**src/rtl/fps_pkg.sv**
```systemverilog
package fps_pkg;

  // Strobes from control to datapath.
  typedef struct packed {
    logic clearTime;  // zero the time base and its prescaler
    logic countEn;    // let the time base advance
    logic launch;     // pop the head entry into the serializer
  } fpsStrobe_t;

  function automatic int gcdOf(input int a, input int b);
    int x;
    int y;
    int t;
    x = a;
    y = b;
    while (y != 0) begin
      t = x % y;
      x = y;
      y = t;
    end
    return x;
  endfunction

endpackage

```
**src/rtl/fps_datapath.sv**
```systemverilog
module fps_datapath
  import fps_pkg::*;
#(
  parameter int TIME_W    = 34,
  parameter int FRAME_W   = 32,
  parameter int DEPTH     = 8,
  parameter int TICK_CLKS = 16,
  parameter int BIT_CLKS  = 5
) (
  input  logic                         clk,
  input  logic                         rstN,
  input  fpsStrobe_t                   ctl,
  input  logic                         wrValid,
  output logic                         wrReady,
  input  logic [TIME_W-1:0]            wrTime,
  input  logic [FRAME_W-1:0]           wrFrame,
  output logic [TIME_W-1:0]            tbNow,
  output logic [TIME_W-1:0]            headTime,
  output logic                         fifoEmpty,
  output logic [$clog2(DEPTH+1)-1:0]   fifoLevel,
  output logic                         serBusy,
  output logic                         serLast,
  output logic                         serOut,
  output logic                         serActive
);

  localparam int AW = (DEPTH > 1) ? $clog2(DEPTH) : 1;
  localparam int CW = $clog2(DEPTH + 1);
  localparam int PW = (TICK_CLKS > 1) ? $clog2(TICK_CLKS) : 1;
  localparam int BW = (BIT_CLKS > 1) ? $clog2(BIT_CLKS) : 1;
  localparam int IW = $clog2(FRAME_W);

  // ---------------- time base ----------------
  logic [PW-1:0]     preCnt;
  logic [TIME_W-1:0] tbCnt;

  always_ff @(posedge clk or negedge rstN) begin
    if (!rstN) begin
      preCnt <= '0;
      tbCnt  <= '0;
    end else if (ctl.clearTime) begin
      preCnt <= '0;
      tbCnt  <= '0;
    end else if (ctl.countEn) begin
      if (preCnt == PW'(TICK_CLKS - 1)) begin
        preCnt <= '0;
        tbCnt  <= tbCnt + 1'b1;
      end else begin
        preCnt <= preCnt + 1'b1;
      end
    end
  end

  assign tbNow = tbCnt;

  // ---------------- entry FIFO ----------------
  logic [TIME_W-1:0]  memTime  [DEPTH];
  logic [FRAME_W-1:0] memFrame [DEPTH];
  logic [AW-1:0]      wrPtr;
  logic [AW-1:0]      rdPtr;
  logic [CW-1:0]      count;
  logic               push;
  logic               pop;

  assign wrReady   = (count != CW'(DEPTH));
  assign push      = wrValid && wrReady;
  assign pop       = ctl.launch;
  assign fifoEmpty = (count == '0);
  assign fifoLevel = count;
  assign headTime  = memTime[rdPtr];

  function automatic logic [AW-1:0] nextPtr(input logic [AW-1:0] p);
    return (p == AW'(DEPTH - 1)) ? '0 : p + 1'b1;
  endfunction

  always_ff @(posedge clk) begin
    if (push) begin
      memTime[wrPtr]  <= wrTime;
      memFrame[wrPtr] <= wrFrame;
    end
  end

  always_ff @(posedge clk or negedge rstN) begin
    if (!rstN) begin
      wrPtr <= '0;
      rdPtr <= '0;
      count <= '0;
    end else begin
      if (push) wrPtr <= nextPtr(wrPtr);
      if (pop)  rdPtr <= nextPtr(rdPtr);
      case ({push, pop})
        2'b10:   count <= count + 1'b1;
        2'b01:   count <= count - 1'b1;
        default: count <= count;
      endcase
    end
  end

  // ---------------- serializer ----------------
  logic [FRAME_W-1:0] shiftReg;
  logic [IW-1:0]      bitIdx;
  logic [BW-1:0]      clkCnt;
  logic               busy;
  logic               bitEnd;

  assign bitEnd  = (clkCnt == BW'(BIT_CLKS - 1));
  assign serLast = busy && bitEnd && (bitIdx == IW'(FRAME_W - 1));
  assign serBusy = busy;

  always_ff @(posedge clk or negedge rstN) begin
    if (!rstN) begin
      shiftReg <= '0;
      bitIdx   <= '0;
      clkCnt   <= '0;
      busy     <= 1'b0;
    end else if (ctl.launch) begin
      shiftReg <= memFrame[rdPtr];
      bitIdx   <= '0;
      clkCnt   <= '0;
      busy     <= 1'b1;
    end else if (busy) begin
      if (bitEnd) begin
        clkCnt <= '0;
        if (bitIdx == IW'(FRAME_W - 1)) begin
          busy <= 1'b0;
        end else begin
          bitIdx   <= bitIdx + 1'b1;
          shiftReg <= {shiftReg[FRAME_W-2:0], 1'b0};
        end
      end else begin
        clkCnt <= clkCnt + 1'b1;
      end
    end
  end

  assign serOut    = busy && shiftReg[FRAME_W-1];
  assign serActive = busy;

  // ---------------- assertions ----------------
  AST_LEVEL_BOUND: assert property (@(posedge clk) disable iff (!rstN)
    count <= CW'(DEPTH));

  AST_LEVEL_STEP: assert property (@(posedge clk) disable iff (!rstN)
    1'b1 |=> (count == $past(count)) || (count == $past(count) + 1'b1) ||
             ($past(count) == count + 1'b1));

  AST_POP_NONEMPTY: assert property (@(posedge clk) disable iff (!rstN)
    ctl.launch |-> (count != '0));

  AST_TIME_MONOTONIC: assert property (@(posedge clk) disable iff (!rstN)
    (ctl.countEn && !ctl.clearTime) |=> (tbCnt >= $past(tbCnt)));

  AST_FRAME_HOLD: assert property (@(posedge clk) disable iff (!rstN)
    (busy && !serLast) |=> busy);

endmodule

```
**src/rtl/fps_control.sv**
```systemverilog
module fps_control
  import fps_pkg::*;
#(
  parameter int TIME_W = 34
) (
  input  logic              clk,
  input  logic              rstN,
  input  logic              start,
  input  logic [TIME_W-1:0] tbNow,
  input  logic [TIME_W-1:0] headTime,
  input  logic              fifoEmpty,
  input  logic              serBusy,
  input  logic              serLast,
  output fpsStrobe_t        ctl,
  output logic              late,
  output logic              underflow
);

  logic running;
  logic serFree;
  logic due;

  assign serFree = !serBusy || serLast;
  assign due     = (tbNow >= headTime);

  always_comb begin
    ctl.clearTime = start;
    ctl.countEn   = running && !start;
    ctl.launch    = running && !start && !fifoEmpty && serFree && due;
  end

  always_ff @(posedge clk or negedge rstN) begin
    if (!rstN) begin
      running   <= 1'b0;
      late      <= 1'b0;
      underflow <= 1'b0;
    end else if (start) begin
      running   <= 1'b1;
      late      <= 1'b0;
      underflow <= 1'b0;
    end else begin
      if (ctl.launch && (tbNow > headTime)) late <= 1'b1;
      if (serLast && fifoEmpty)             underflow <= 1'b1;
    end
  end

  AST_LATE_STICKY: assert property (@(posedge clk) disable iff (!rstN)
    (late && !start) |=> late);

  AST_UNDERFLOW_STICKY: assert property (@(posedge clk) disable iff (!rstN)
    (underflow && !start) |=> underflow);

  AST_START_CLEARS: assert property (@(posedge clk) disable iff (!rstN)
    start |=> (!late && !underflow && (tbNow == '0)));

endmodule

```
**src/rtl/frame_playback_sched.sv**
```systemverilog
module frame_playback_sched
  import fps_pkg::*;
#(
  parameter int TIME_W          = 34,
  parameter int FRAME_W         = 32,
  parameter int TICKS_PER_FRAME = 10,
  parameter int CLKS_PER_UNIT   = 78,
  parameter int FIFO_DEPTH      = 8
) (
  input  logic                             clk,
  input  logic                             rstN,
  input  logic                             start,
  input  logic                             wrValid,
  output logic                             wrReady,
  input  logic [TIME_W-1:0]                wrTime,
  input  logic [FRAME_W-1:0]               wrFrame,
  output logic                             serOut,
  output logic                             serActive,
  output logic [$clog2(FIFO_DEPTH+1)-1:0]  fifoLevel,
  output logic                             late,
  output logic                             underflow
);

  // A frame is FRAME_W bits and also TICKS_PER_FRAME ticks; split it into
  // the smallest common unit so both bit and tick are whole clock counts.
  localparam int G         = gcdOf(FRAME_W, TICKS_PER_FRAME);
  localparam int BIT_CLKS  = (TICKS_PER_FRAME / G) * CLKS_PER_UNIT;
  localparam int TICK_CLKS = (FRAME_W / G) * CLKS_PER_UNIT;

  fpsStrobe_t        ctl;
  logic [TIME_W-1:0] tbNow;
  logic [TIME_W-1:0] headTime;
  logic              fifoEmpty;
  logic              serBusy;
  logic              serLast;

  fps_control #(
    .TIME_W (TIME_W)
  ) i_control (
    .clk       (clk),
    .rstN      (rstN),
    .start     (start),
    .tbNow     (tbNow),
    .headTime  (headTime),
    .fifoEmpty (fifoEmpty),
    .serBusy   (serBusy),
    .serLast   (serLast),
    .ctl       (ctl),
    .late      (late),
    .underflow (underflow)
  );

  fps_datapath #(
    .TIME_W    (TIME_W),
    .FRAME_W   (FRAME_W),
    .DEPTH     (FIFO_DEPTH),
    .TICK_CLKS (TICK_CLKS),
    .BIT_CLKS  (BIT_CLKS)
  ) i_datapath (
    .clk       (clk),
    .rstN      (rstN),
    .ctl       (ctl),
    .wrValid   (wrValid),
    .wrReady   (wrReady),
    .wrTime    (wrTime),
    .wrFrame   (wrFrame),
    .tbNow     (tbNow),
    .headTime  (headTime),
    .fifoEmpty (fifoEmpty),
    .fifoLevel (fifoLevel),
    .serBusy   (serBusy),
    .serLast   (serLast),
    .serOut    (serOut),
    .serActive (serActive)
  );

endmodule

```
**config.mk**
```make
export PLATFORM = sky130hd
export DESIGN_NAME = frame_playback_sched
export DESIGN_NICKNAME = d
export VERILOG_FILES = /design/src/rtl/fps_pkg.sv /design/src/rtl/fps_datapath.sv /design/src/rtl/fps_control.sv /design/src/rtl/frame_playback_sched.sv
export SDC_FILE = /design/constraint.sdc
export NUM_CORES = 1
export LEC_CHECK = 0
export BUFFER_PORTS_ARGS = -buffer_cell sky130_fd_sc_hd__buf_2
export CORE_MARGIN = 2
export CORE_UTILIZATION = 40
export CTS_CLUSTER_DIAMETER = 150
export DETAILED_ROUTE_END_ITERATION = 6
export PLACE_DENSITY = 0.64
export SETUP_SLACK_MARGIN = 0.5
export SLEW_MARGIN = 20
export SYNTH_ARGS = -nofsm -noshare
export SYNTH_HDL_FRONTEND = slang
export SYNTH_HIERARCHICAL = 1
export SYNTH_SLANG_ARGS = --single-unit
```
**constraint.sdc**
```tcl
create_clock -name clk -period 22.5 [get_ports clk]
set_input_delay 2.25 -clock clk [delete_from_list [all_inputs] [get_ports clk]]
set_output_delay 2.25 -clock clk [all_outputs]
set_load 0.05 [all_outputs]
```
After elaboration in Yosys (flattened, before gate mapping). Memories as Yosys holds them, arrays and structs flattened. Index checks and enable logic that the tools add are counted.

RAM bits: 528. Input bits: 70. Flip-flop bits (word level): 105. Memories: 2. Word-level logic and storage cells: 87.

Memories: i_datapath.memTime (depth 8, bits a word 34, read ports 1, clocked after memory_dff 0, write ports 1, RTL line fps_datapath.sv:57) `logic [TIME_W-1:0] memTime [DEPTH];`; i_datapath.memFrame (depth 8, bits a word 32, read ports 1, clocked after memory_dff 0, write ports 1, RTL line fps_datapath.sv:58) `logic [FRAME_W-1:0] memFrame [DEPTH];`.

Equal/unequal tests: 9. Magnitude comparators: 2. Multiplexer cells: 30. Reductions and logical operators: 24. Add/subtract/negate cells: 8.

Operators with widths (count): $mux W32 (4); $mux W34 (3); $add A34 B1 Y34 const B (1); $ge A34 B34 Y1 (1); $gt A34 B34 Y1 (1); $mux W11 (3); $mux W9 (3); $mux W5 (4); $reduce_bool A2 Y1 (7); $add A11 B1 Y11 const B (1); $eq A11 B11 Y1 const B (1); $logic_and A1 B1 Y1 (10); $mux W1 (10); $add A9 B1 Y9 const B (1); $eq A9 B9 Y1 const B (1); $pmux W4 S2 (1); $add A3 B1 Y3 const B (2); $eq A3 B3 Y1 const B (2); $mux W3 (2); $add A5 B1 Y5 const B (1); $eq A5 B5 Y1 const B (1); $add A4 B1 Y4 const B (1); $logic_not A4 Y1 (1); $ne A4 B4 Y1 const B (1); 8 further kinds (10).

Longest topological paths before layout.
Word-level depth: 9. Depth in mapped cells: 19.

Hierarchy. The synthesis kept the hierarchy.

By module, submodules not included: fps_datapath (area an instance 24746.2 µm², seq. area each 18407.7 µm², cells each 1271, instances 1); fps_control (area an instance 1043.5 µm², seq. area each 75.1 µm², cells each 138, instances 1).

Worst setup path before layout. Ideal clock, no wire load.

Path type: input-to-reg. From: input wrValid. To: memory i_datapath.memFrame[0][0], enable pin. Arrival time: 8745 ps. Slack: 13100 ps. Buffers on the path: 0. Data required time: 21845 ps. Stages on the path: 2. Setup time: 655 ps. Path through: nand2_1 > nor4_1.

Word-level cells in the longest chain between the ends: 3.

Ends and longest elaborated chain: from (decl) (RTL line frame_playback_sched.sv:13) `input logic wrValid,`; $logic_and A1 B1 Y1 (RTL line fps_datapath.sv:66) `assign push = wrValid && wrReady;`; $mux W1 (RTL line fps_datapath.sv:77) `if (push) begin`; $mux W1 (implied by the code) (RTL line fps_datapath.sv:79) `memFrame[wrPtr] <= wrFrame;`; to (decl) (RTL line fps_datapath.sv:58).

Every way passes these cells.

==> results.md <==
* CTS tree: yes
* Synth top area cells: edfxtp_1 (61%), mux4_2 (12%), dfrtp_1 (10%), mux2_2 (3.1%), ha_1 (2.3%)
* Util after Layout at 45.8%
* Status: finished, violations left
* GP Congestion at 0.773
* Mapped Cells at 1409
* Pins Over Slew Limit at 0
* Yosys warning count at 6
* RSZ-0062 raised after global routing: no
* DR DRC count at 14
* Flop pwr share at 52.2%
* Setup Total Neg Slack at 0 ns
* Skew-Pair Late Insertion Delay at 0.60 ns
* FF-to-FF path depth at 18
* F_max at 179 MHz
* DRT Pass-1 Iters at 7
* Die Wd at 258 µm
* Number of flops mapped to enable cells by yosys at 528
* Clock Path Buffers at 3
* Commonest cells after routing, fill and taps aside: edfxtp_1 (528), mux4_2 (132), dfrtp_1 (102)
* CTS sink cnt at 633
* Placement Rows at 93
* Fin. Hold Viols at 0
* Antenna diodes at 0
* Maximum VDD drop at 0.0739 mV
* PD cells at 97.1 nW/µm²
* WL/cell at 21.7 µm
* Most common library cell in the layout ignoring fill and taps: edfxtp_1
* Vias post-DR at 13.1k
* Clock share of power at 36.6%
* Mapped Area at 25800 µm²
* CP max FO at 52
* Slew margin rel. at 32.5%
* WP data arrival at 6.04 ns
* Maximum Capacitance Violations at 0
* I/O pins at 79
* Post-CTS Hold Buffers at 0
* Switch Pwr at 0.702 mW
* Crit. End Element: flip-flop
* Slowest stage cell, crit path: dfrtp_4
* Synth top area share at 61.5%
* Syn Nets at 1526
* Fin crit share at 24.8%
* Drt total wl at 52600 µm
* Post-synthesis cell type count at 59
* Post-cts sizing count at 0
* Internal power at 2.15 mW
* Core Area at 64100 µm²
* Flop2flop setup slack at 16.92 ns
* Sw Share at 24.6%
* Clock Skew at 0.0180 ns
* Vias in the first global route at 14.0k
* CP Class: flip-flop to flip-flop
* Die area at 66500 µm²
* Min Tclk post-route at 5.58 ns
* Slew @ Worst Pin at 1.01 ns
* CP cell instances: buf_4 > mux4_2 > mux2_2 > inv_1 > ha_1 > a21oi_1 > o21ai_0 > a22o_1 > nor4b_1 > a21boi_4 > buf_4 > ha_1 > xor2_1 > ha_1 > a21oi_1 > xor2_1 > nor2_1 > xor2_1
* Clock slew at reported path FFs at 0.06 ns
* Failing checks: DRC
* Post-CTS setup buffers at 0
* Root Buffer Master: clkbuf_16
* Async SR Flop Fraction at 16.6%
* Total grt overflow at 0
* HP Class: flip-flop to flip-flop
* Htree depth at 3
* Antenna violations before repair at 4
* Top cell type by total area after synthesis: edfxtp_1
* Hold Path End: i_control/running$_DFFE_PN0P_
* Critical Path RT at 22.96 ns
* Sequential area share after synthesis at 71.7%
* Reg2Reg Launch Point: i_datapath/rdPtr[1]$_DFFE_PN0P_
* Ys flop type: edfxtp_1
* CP startpoint kind: flip-flop
* Nets at 1635
* Port bufs at 78
* Initial DRC count at 1096
* Initial Utilization at 40.2%
* Share of cells above drive strength 1 at 27.2%
* Total CTS buffers at 67
* Leak at 10.1 nW
* Post-synthesis average cell area at 18.3 µm²
* FF-to-FF End: i_datapath/fifoLevel[2]$_DFFE_PN0P_
* Area Growth Syn to Fin at 13.9%
* Final setup viols at 0
* Die height at 258 µm
* First-pass GRT wire length at 82000 µm
* Largest net degree at the start of global routing at 90
* Yosys reg bits at 633
* HPWL after DPL at 30200 µm
* Hold_sp: i_control/running$_DFFE_PN0P_
* Crit path largest cell delay at 0.87 ns
* Hold path cells at 1
* Gr usage total at 16.1%
* Combinational power share at 11.2%
* Via/cell ratio at 5.38
* Detail Route Antenna Nets at 0
-- synth_stat cells (3+ instances only) --
library cell,n
nand2b_1,3
clkbuf_1,45
a21oi_1,44
and4_1,6
edfxtp_1,528
or4_1,4
inv_1,75
or3_1,11
mux4_2,132
nand2_1,40
and2_1,4
o21ai_0,26
dfrtp_1,105
a222oi_1,31
nand3b_1,3
and3_1,4
nor2_1,61
buf_1,6
ha_1,47
xor2_1,19
nand3_1,22
nor4_1,10
buf_2,9
nor2b_1,6
xnor2_1,18
mux2_2,72
nor3_1,19
nand4_1,20
-- metal layers --
metal	track usage [%]	routed length (µm)	part of all wire, %	up-vias
li1	-	-	-	5866
met1	20.5	21800	41	6778
met2	28.1	27200	52	308
met3	3.26	2430	4.6	100
met4	4.54	1170	2.2	6
met5	0	30	0.057	-
-- registers in the layout, indices dropped and copies added (netlist names), 3 cells and up --
register / count
i_datapath/memTime: 272
i_datapath/memFrame: 256
i_datapath/tbNow: 34
i_datapath/shiftReg: 32
i_datapath/preCnt: 11
i_datapath/clkCnt: 9
i_datapath/bitIdx: 5
i_datapath/fifoLevel: 4
i_datapath/rdPtr: 3
i_datapath/wrPtr: 3
-- layout make-up --
cell class	count	area [µm²]
fill	5403	34800
sequential	633	18500
multi-input combinational	637	6830
clock buffer	89	1830
tap	855	1070
timing repair buffer	103	613
inverter	76	285
clock inverter	33	244
-- cell families (layout without fill, tap and decap cells) --
group	after synthesis	count (layout)	share of synthesized area (%)
buffers and inverters	139	301	2.12
flip-flops	633	633	71.7
XOR/XNOR	37	37	1.26
adder cells (fa/ha/maj)	47	47	2.28
AND/OR/NAND/NOR	227	227	4.74
AO/OA/AOI/OAI	121	121	3.23
multiplexers	205	205	14.7
-- through the flow --
stage / total power, mW / cell area (µm²) / std cells / setup slack, ns / hold WS, ns
2_1_floorplan: 1.72 / 25800 / 1409 / 13.10 / 0.431
3_3_place_gp: 1.83 / 27300 / 2303 / 16.51 / 0.446
3_5_place_dp: 1.84 / 27300 / 2303 / 16.31 / 0.455
4_1_cts: 2.89 / 29300 / 2425 / 16.29 / 0.469
5_1_grt: 2.96 / 29400 / 2426 / 16.52 / 0.492
6_report: 2.85 / 29400 / 2426 / 16.92 / 0.467
-- critical path, delay by kind of cell, from the launching register on --
family | cells | cell delay [ns]
compound gates | 5 | 0.84
buf+inv | 3 | 1.11
fa+ha+maj | 3 | 0.78
mux | 2 | 0.69
flops | 1 | 0.87
simple gates | 2 | 0.58
xor+xnor | 3 | 0.48
-- power by group through the flow --
stage	clock (mW)	combinational (mW)	sequential [mW]
floorplan	0	0.192	1.52
global placement	0	0.321	1.51
detailed placement	0	0.326	1.52
CTS	1.07	0.328	1.49
global route	1.11	0.351	1.50
finish	1.04	0.320	1.49
-- worst max-delay path by stage --
stage,startpoint,to,slack (ns),cells past startpoint
6_report,i_datapath/rdPtr[1]$_DFFE_PN0P_,i_datapath/fifoLevel[2]$_DFFE_PN0P_,16.92,18
5_1_grt,i_datapath/rdPtr[1]$_DFFE_PN0P_,i_datapath/fifoLevel[2]$_DFFE_PN0P_,16.52,18
4_1_cts,i_datapath/rdPtr[0]$_DFFE_PN0P_,i_datapath/shiftReg[14]$_DFFE_PN0P_,16.29,14
3_5_place_dp,i_datapath/rdPtr[0]$_DFFE_PN0P_,i_datapath/shiftReg[30]$_DFFE_PN0P_,16.31,14
3_3_place_gp,i_datapath/rdPtr[0]$_DFFE_PN0P_,i_datapath/shiftReg[31]$_DFFE_PN0P_,16.51,14
2_1_floorplan,wrValid,i_datapath/memFrame[0][0]$_DFFE_PP_,13.10,2
Note: power is estimated with default switching activity, not from simulation.
